<file path="src/rtl/ext_irq_sense.sv">
module ext_irq_sense (
  input  logic        clk,
  input  logic        rst_n,
  input  logic        reg_sel,
  input  logic        reg_wr,
  input  logic [31:0] reg_wdata,
  output logic [31:0] reg_rdata,
  input  logic [3:0]  irq_pin,
  output logic [3:0]  irq_pend
);
  localparam int N = 4;

  logic [N-1:0]   s1, s2, s3, edge_lat, chg, clr_hit, ev;
  logic [2*N-1:0] types_q;
  logic [N-1:0]   en_q;
  logic           master_q;
  logic [31:0]    img;

  wire wr = reg_sel & reg_wr;

  always_ff @(posedge clk or negedge rst_n)
    if (!rst_n) begin
      s1 <= '0; s2 <= '0; s3 <= '0;
    end else begin
      s1 <= irq_pin; s2 <= s1; s3 <= s2;
    end

  always_ff @(posedge clk or negedge rst_n)
    if (!rst_n) begin
      types_q <= '0; master_q <= 1'b0; en_q <= '0;
    end else if (wr) begin
      types_q <= reg_wdata[23:16];
      master_q <= reg_wdata[12];
      en_q <= reg_wdata[11:8];
    end

  for (genvar i = 0; i < N; i++) begin : g_lane
    logic [1:0] t;
    logic rise, fall;
    assign t       = types_q[2*N-1-2*i -: 2];
    assign rise    = s2[i] & ~s3[i];
    assign fall    = ~s2[i] & s3[i];
    assign chg[i]  = wr && (reg_wdata[23-2*i -: 2] != t);
    assign clr_hit[i] = wr && reg_wdata[27-i];
    assign ev[i]   = master_q & (((t == 2'b01) & rise) | ((t == 2'b10) & fall));

    always_ff @(posedge clk or negedge rst_n)
      if (!rst_n)          edge_lat[i] <= 1'b0;
      else if (chg[i])     edge_lat[i] <= 1'b0;
      else if (ev[i])      edge_lat[i] <= 1'b1;
      else if (clr_hit[i]) edge_lat[i] <= 1'b0;

    always_comb
      case (t)
        2'b00:   irq_pend[i] = master_q & en_q[N-1-i] & s2[i];
        2'b11:   irq_pend[i] = master_q & en_q[N-1-i] & ~s2[i];
        default: irq_pend[i] = master_q & en_q[N-1-i] & edge_lat[i];
      endcase
  end

  assign img = {8'b0, types_q, 3'b0, master_q, en_q, 8'b0};
  assign reg_rdata = reg_sel ? img : 32'b0;


  no_masked_capture_chk: assert property (@(posedge clk) disable iff (!rst_n)
    !master_q |=> ((edge_lat & ~$past(edge_lat)) == '0));


  sticky_hold_chk: assert property (@(posedge clk) disable iff (!rst_n)
    !wr |=> ((~edge_lat & $past(edge_lat)) == '0));


  ctrl_stable_chk: assert property (@(posedge clk) disable iff (!rst_n)
    !wr |=> $stable(img));


  type_flush_chk: assert property (@(posedge clk) disable iff (!rst_n)
    (chg != '0) |=> ((edge_lat & $past(chg)) == '0));
endmodule

</file>
<file path="config.mk">
export PLATFORM = sky130hd
export DESIGN_NAME = ext_irq_sense
export DESIGN_NICKNAME = d
export VERILOG_FILES = /design/src/rtl/ext_irq_sense.sv
export SDC_FILE = /design/constraint.sdc
export NUM_CORES = 1
export LEC_CHECK = 0
export BUFFER_PORTS_ARGS = -buffer_cell sky130_fd_sc_hd__buf_4
export CORE_MARGIN = 4
export CORE_UTILIZATION = 47
export DETAILED_ROUTE_END_ITERATION = 10
export GPL_TIMING_DRIVEN = 0
export PLACE_DENSITY = 0.8
export SLEW_MARGIN = 10
export SYNTH_ARGS = -nofsm -noshare
export SYNTH_HDL_FRONTEND = slang
export SYNTH_SLANG_ARGS = --single-unit
</file>
<file path="constraint.sdc">
create_clock -name clk -period 1.5 [get_ports clk]
set_clock_uncertainty 0.15 [all_clocks]
set_input_delay 0.225 -clock clk [delete_from_list [all_inputs] [get_ports clk]]
set_output_delay 0.225 -clock clk [all_outputs]
set_load 0.005 [all_outputs]
</file>
* Yosys cells after proc, flatten, opt, wreduce, memory -nomap -nowiden
Index checks and enable logic that the tools add are counted.
** Word-level totals
- Output and inout port bits :: 36
- Word-level logic and storage cells :: 108
- Bits in registers :: 29
- Input bits :: 40
** Cells by class
- Reductions and logical operators :: 16
- Eq/ne operators :: 16
- Bitwise operators :: 49
- Multiplexer cells :: 17
** Operator list (count)
- bitwise AND 1 bit :: 37
- two-way mux 24 bit :: 1
- equality test 2 bit, second input constant :: 8
- two-way mux 1 bit :: 12
- nonzero test 3 bit :: 4
- equality test 2 x 1 -> 1 bit, second input constant :: 4
- logical AND 1 bit :: 8
- logical NOT 2 bit :: 4
- != test 2 bit :: 4
- NOT 1 bit :: 8
- one-hot mux 1 bit (2 select lines) :: 4
- OR 1 bit :: 4

* Longest topological paths before layout
Gate-level depths: netlist of run 1.
- Depth after elaboration :: 7
- Mapped depth :: 5
- Mapped depth without buffers :: 5

* Worst setup path after synthesis of run 1
OpenSTA, ideal clock, no wires.
- Path type :: register to output
- Start :: register types_q[4]
- End :: output port irq_pend[1]
- Path buffers :: 0
- Stages on the path, launching flop included :: 5
- Arrival time :: 1.074 ns
- Setup slack :: 0.051 ns
- Required time :: 1.125 ns
- Cell sequence :: dfrtp_1 > inv_1 > ha_1 > o21ai_0 > and3_1
** On the way
- Cells in the longest elaborated chain, start to end :: 2
- Elaborated cells on any way between the ends :: 3
- Those cells by class :: eq/ne: 1; mux: 1; reduce/logical: 1
** RTL lines
- start: declaration :: RTL line 14 : logic [2*N-1:0] types_q;
- start signal: assignment :: RTL line 32 : types_q <= reg_wdata[23:16];
- equality test 2 bit / logical NOT 2 bit (equally long branches) :: RTL line 54 : case (t)
- one-hot mux 1 bit (2 select lines) (*) :: RTL line 54
- end: declaration :: RTL line 9 : output logic [3:0] irq_pend
Every way passes the cells marked *; elsewhere a longest branch is shown, timed or not.

* Final worst setup path of run 1
- Start :: register types_q[7]
- End :: output port irq_pend[0]
Same word-level chain as after synthesis.

==> summary.md, run 1 <==
| Metric | Value |
|---|---|
| Buffers from clock root to sink, at most | `2` |
| TritonRoute pass-1 iters | `4` |
| Max-Cap Viols | `0` |
| 1st-iter DRT viols | `30` |
| Placed Instances | `256` |
| Initial Util | `50.1%` |
| CTS H-tree depth | `2` |
| Tot Pwr | `2.52 mW` |
| Critical path data arrival time | `1.47 ns` |
| Post-synth EDFFs | `0` |
| Residual DRC count | `0` |
| CP startpoint kind | `flip-flop` |
| Crit path time final | `1.84 ns` |
| Area of the die | `4700 sq um` |
| Count leader, synth | `dfrtp_1` |
| IO Count | `76` |
| Setup crit end kind | `output pin` |
| Top-area cell type share of the netlist area | `42.1%` |
| Setup violators final | `5` |
| Cell taking the most area after synthesis | `dfrtp_1` |
| Synth Flop Type | `dfrtp_1` |
| ANT cells | `0` |
| PnR worst setup slack | `-0.343 ns` |
| Util after Layout | `79.3%` |
| CP max FO | `4` |
| Wire per inst | `14.1 microns` |
| Crit share post-route | `123%` |
| GR Overflow Total | `0` |
| Synth Instances | `152` |
| First-pass GRT wire length | `6.37 mm` |
| Share of cells above drive strength 1 | `59.8%` |
| Seq/Total Area, Yosys | `42.1%` |
| Largest net degree at the start of global routing | `30` |
| Nets | `305` |
| Hold_ws | `0.0251 ns` |
| GRT busiest layer | `met2` |
| Adder-Cell Fraction of Synth Area | `11.6%` |
| Die width | `68.6 microns` |
| Critical path required time | `1.12 ns` |
| GRT Total Usage | `19.1%` |
| CTS sink cnt | `29` |
| GR Layer Usage met3 | `6.81%` |
| I/O Buffers | `40` |
| Total core area | `3440 sq um` |
| Max frequency | `543 MHz` |
| Final hold viol count | `0` |
| Synth Area in Simple Gates | `14.4%` |
| CTS tree | `yes` |
| Dpl hpwl | `2.60 mm` |
| Yosys warns | `0` |
| Yosys reg bits | `29` |
| Critical Path Start | `types_q[7]` |
| Total CTS buffers | `5` |
| Grt met1 use | `22.2%` |
| Clk_lat worst skew | `0.28 ns` |
| Vias in the first global route | `1408` |
| CP max stage delay | `0.41 ns` |
| Slowest cell on the critical path | `dfrtp_1` |
| Worst Hold Class | `input port to flip-flop` |
| Clock-pin slew on the worst setup and hold paths | `0.06 ns` |
| Total Wirelength | `4.16 mm` |
| Number of core rows | `21` |
| Fin cells | `295` |
| Lkg Pwr | `1.39 nW` |
| RSZ-0062 raised after global routing | `true` |
| Reg2reg setup slack | `-0.05 ns` |
| Asr flop ratio synth | `100%` |
| Final Max Slew Viols | `0` |
| Final Wtd Congestion | `0.793` |
| Root Buffer | `clkbuf_8` |
| Commonest cells in the netlist | `29 x dfrtp_1, 20 x buf_4, 16 x ha_1` |
| CP bufs+invs | `2` |
| Mux cell area share after synthesis | `12.1%` |
| Cell area power density | `925 nW/um^2` |
| Setup Crit Path Kind | `flip-flop to output pin` |
| Critical path destination | `irq_pend[0]` |
| Met2 GRT Util | `31.8%` |
| CP top delay family | `flip-flops` |
| Largest family of logic cells by synthesized area | `simple AND/OR/NAND/NOR gates` |
| Die Y-Extent | `68.6 microns` |
| Area of the mapped netlist | `1730 sq um` |
| DR vias | `1376` |
| R2r startpoint | `types_q[6]` |
| Worst-path cell chain | `inv_2 -> ha_4 -> nand2_1 -> o21ai_1 -> and3_1 -> buf_4` |
| Worst VDD drop | `0.000806 V` |
| Syn avg cell area | `11.4 sq um` |
| Top cells by area, synth | `dfrtp_1 42%, ha_1 12%, buf_4 8.7%` |
| Synth unique cells | `21` |
| Remaining antenna violation count after routing | `0` |
| Outcome | `complete, but fails checks` |
| # fillers | `222` |
| Vias per inst | `4.66` |
| R2R cell count | `5` |
| Synth Area in Compound Gates | `4.06%` |
| Initial antenna violation count | `0` |
| Area delta synth->final | `58.2%` |
| Reg-to-reg endpoint | `edge_lat[0]` |
| Crit. path cell count | `6` |
| Synth Area in XOR/XNOR | `4.06%` |
| Violated checks | `negative setup slack` |
## through the flow
step	cell area, sq um	worst slack (ns)	TNS (ns)
floorplan	1790	0.0511	0
global placement	2150	-0.147	-0.526
detailed placement	2150	-0.187	-0.666
CTS	2560	-0.295	-1.24
global route	2730	-0.398	-1.87
finish	2730	-0.343	-1.26
## cell usage in the layout (no fill, tap or decap)
cell type and n:
dfrtp_1 21, o21ai_2 1, ha_4 7, and2_1 5, a211oi_2 3, and2_4 8, nand3_1 4, ha_2 3
mux2_2 7, and4b_1 8, ha_1 6, mux2i_1 4, o21ai_1 3, clkbuf_1 1, buf_6 18, and3_1 4
nand2_4 1, buf_8 1, clkbuf_16 1, clkbuf_8 6, inv_2 8, a211oi_1 1, a21oi_1 4, xnor2_1 8
dfrtp_2 8, nand2_1 3, nor2_1 4, nand2_2 1, buf_4 69, conb_1 19, mux2_4 6, clkbuf_2 1
dlygate4sd3_1 5
## where the power goes
group | total [mW] | switching, mW | internal, mW
logic | 0.900 | 0.335 | 0.565
clock network | 0.651 | 0.288 | 0.363
registers | 0.973 | 0.0945 | 0.879
total | 2.52 | 0.718 | 1.81
## worst register-to-register path: stages, from the launching register on
cell,delay [ns]
dfrtp_2,0.43
buf_4,0.14
ha_1,0.19
and4b_1,0.21
a211oi_1,0.25
nor2_1,0.06
## state kept, by name, summed over array words and instances, names as in the netlist
register / cells
master_q: 1
s1: 4
types_q: 8
edge_lat: 4
s3: 4
s2: 4
en_q: 4
## worst min path at each step
stage                             from          end  slack [ns]  depth (start not counted)
after detailed placement         rst_n        s1[0]        0.02                          1
after global placement           rst_n        s1[0]        0.02                          1
final                     reg_wdata[9]      en_q[1]        0.03                          2
after floorplan                  rst_n  edge_lat[0]       -0.22                          0
after CTS                 reg_wdata[8]      en_q[0]        0.02                          2
after global routing      reg_wdata[8]      en_q[0]        0.02                          2
## layout make-up
type	instances	area [sq um]	share of cell area, %
multi-input combinational	110	1000	36.8
timing repair buffer	72	634	23.2
inverter	8	30.0	1.10
buffer	23	181	6.65
tap	46	57.6	2.11
sequential	29	736	26.9
clock buffer	7	86.3	3.16
## cell families (layout without fill, tap and decap cells)
family                   Yosys count  after routing
multiplexers                      17             17
AO/OA/AOI/OAI                     12             12
XOR/XNOR                           8              8
adder cells (fa/ha/maj)           16             16
buffers and inverters             31            110
other                              1             19
AND/OR/NAND/NOR                   38             38
flip-flops                        29             29
## metal layers
metal / wire, microns / part of all wire (%) / vias to the layer above
met5: 0 / 0 / -
met4: 55 / 1.3 / 0
met3: 313 / 7.5 / 6
met2: 2110 / 51 / 55
met1: 1680 / 40 / 647
li1: - / - / 668
## timing repair
action,in CTS,in global routing
setup buffers,20,11
endpoints found under the setup margin,6,21
pin swaps,10,19
cloned,0,1
gates resized for setup,41,30
hold buffers,5,0
hold endpoints to repair,33,0
(Power assumes the default switching activity.)
==> run 2, diff against run 1 <==
--- a/config.mk
+++ b/config.mk
@@ -7,3 +7,4 @@
 export LEC_CHECK = 0
-export BUFFER_PORTS_ARGS = -buffer_cell sky130_fd_sc_hd__buf_4
+export CELL_PAD_IN_SITES_DETAIL_PLACEMENT = 0
+export CELL_PAD_IN_SITES_GLOBAL_PLACEMENT = 1
 export CORE_MARGIN = 4
@@ -11,4 +12,5 @@
 export DETAILED_ROUTE_END_ITERATION = 10
+export DONT_BUFFER_PORTS = 1
 export GPL_TIMING_DRIVEN = 0
-export PLACE_DENSITY = 0.8
+export PLACE_DENSITY_LB_ADDON = 0.1
 export SLEW_MARGIN = 10
--- a/constraint.sdc
+++ b/constraint.sdc
@@ -4,2 +4,2 @@
 set_output_delay 0.225 -clock clk [all_outputs]
-set_load 0.005 [all_outputs]
+set_load 0.1 [all_outputs]
==> summary.md, run 2 (same netlist as run 1, synthesis figures left out) <==
| Metric | Value |
|---|---|
| Outcome | `complete, but fails checks` |
| Violated checks | `negative setup slack` |
| Area delta synth->final | `59.1%` |
| P_int | `1.87 mW` |
| Residual DRC count | `0` |
| TritonRoute pass-1 iters | `4` |
| Area after DPL | `1890 sq um` |
| Reg with most FFs | `types_q` |
| ANT cells | `0` |
| 1st-iter DRT viols | `73` |
| Largest net degree at the start of global routing | `30` |
| Remaining antenna violation count after routing | `0` |
| Setup TNS | `-2.28 ns` |
| Critical path required time | `1.12 ns` |
| Final hold viol count | `0` |
| Buffers from clock root to sink, at most | `2` |
| Max-Cap Viols | `0` |
| Total core area | `3440 sq um` |
| Crit path time final | `1.90 ns` |
| Initial antenna violation count | `0` |
| PnR worst setup slack | `-0.400 ns` |
| Setup WS pre-CTS | `-0.306 ns` |
| Setup violators final | `16` |
| Critical path data arrival time | `1.53 ns` |
| Area of the die | `4700 sq um` |
| DR vias | `1336` |
| Clock-pin slew on the worst setup and hold paths | `0.07 ns` |
| Vias in the first global route | `1376` |
| IO Count | `76` |
| Final Wtd Congestion | `0.740` |
| Flop pwr share | `30.4%` |
| Tot Pwr | `3.16 mW` |
| Commonest non-fill, non-tap cell in the layout | `buf_4` |
| CTS H-tree depth | `2` |
| Lkg Pwr | `1.29 nW` |
| Sw power | `1.29 mW` |
| Initial Util | `50.1%` |
| CTS sink cnt | `29` |
| CP startpoint kind | `flip-flop` |
| Placed Instances | `216` |
| Max reg flops | `8` |
| Nets | `285` |
| Fin cells | `276` |
| CTS tree | `yes` |
| Number of core rows | `21` |
| Max frequency | `526 MHz` |
| Crit share post-route | `127%` |
| Combinational power share | `47.0%` |
| Worst VDD drop | `0.000747 V` |
| GRT Total Usage | `19.6%` |
| Root Buffer | `clkbuf_8` |
| Clk_lat worst skew | `0.29 ns` |
| CP max FO | `2` |
| Die width | `68.6 microns` |
| Total Wirelength | `4.43 mm` |
| GR Overflow Total | `0` |
| First-pass GRT wire length | `6.58 mm` |
| Final Instance Area | `2750 sq um` |
| Dpl hpwl | `2.59 mm` |
| Cell area power density | `1150 nW/um^2` |
| Util after Layout | `79.8%` |
| Total CTS buffers | `5` |
| Sw frac | `40.7%` |
| Worst Hold Class | `input port to flip-flop` |
| Final Max Slew Viols | `0` |
| Most frequent cells in the layout | `37 x buf_4, 20 x dfrtp_1, 19 x conb_1` |
| I/O Buffers | `0` |
| Share of cells above drive strength 1 | `61.3%` |
| Clock power share | `22.6%` |
| Setup crit end kind | `output pin` |
| Wire per inst | `16.1 microns` |
| Setup Crit Path Kind | `flip-flop to output pin` |
| Vias per inst | `4.84` |
| Die Y-Extent | `68.6 microns` |
| RSZ-0062 raised after global routing | `true` |
| Hold_ws | `0.0389 ns` |
-- run 2: cell count changes in the layout (fill, tap and decap cells not counted), sizes merged --
cell         previous run  this run
buf                    88        56
clkbuf                  9         8
clkinv                  0         1
dlygate4sd3             5        18
-- run 2: repair_timing --
item | in CTS | in global routing
endpoints found under the hold margin | 46 | 0
hold buffers | 19 | 0
endpoints found under the setup margin | 21 | 17
gates resized for setup | 70 | 20
setup buffers | 25 | 12
pin swaps | 17 | 22
-- run 2: layout make-up --
| class | instances | area, sq um |
|---|---|---|
| Tap cell | 46 | 57.6 |
| Multi-Input combinational cell | 110 | 1130 |
| Buffer | 23 | 181 |
| Fill cell | 219 | 697 |
| Clock buffer | 7 | 96.3 |
| Clock inverter | 1 | 5.00 |
| Inverter | 8 | 30.0 |
| Timing Repair Buffer | 52 | 508 |
| Sequential cell | 29 | 737 |
-- run 2: path summary, 6_finish.rpt --
kind / endpoint / start / slack (ns) / cells past startpoint
min in group asynchronous: types_q[3] / rst_n / 0.22 / 2
hold / removal: edge_lat[0] / reg_wdata[27] / 0.04 / 3
max in group asynchronous: types_q[1] / rst_n / 0.79 / 2
setup reg to reg: edge_lat[2] / types_q[3] / -0.06 / 6
hold reg to reg: s2[1] / s1[1] / 0.20 / 0
setup / recovery: irq_pend[1] / types_q[4] / -0.40 / 4
-- run 2: power by group through the flow --
stage	clock (mW)	combinational, mW	sequential [mW]
floorplan	0	0.886	0.953
global placement	0	0.932	0.979
detailed placement	0	0.945	0.987
CTS	0.728	1.36	0.957
global route	0.779	1.57	0.974
finish	0.714	1.49	0.962
-- run 2: worst max-delay path, cell delays in order (launching register included) --
cell	delay (ns)
dfrtp_2	0.42
inv_2	0.08
ha_4	0.21
o21ai_2	0.13
and3_4	0.39
-- run 2: metal layers --
metal | GRT usage [%] | vias to the layer above | part of all wire [%]
li1 | - | 629 | -
met1 | 21.9 | 647 | 36
met2 | 34.8 | 53 | 55
met3 | 6.16 | 7 | 7.9
met4 | 6.95 | 0 | 1.4
met5 | 0 | - | 0
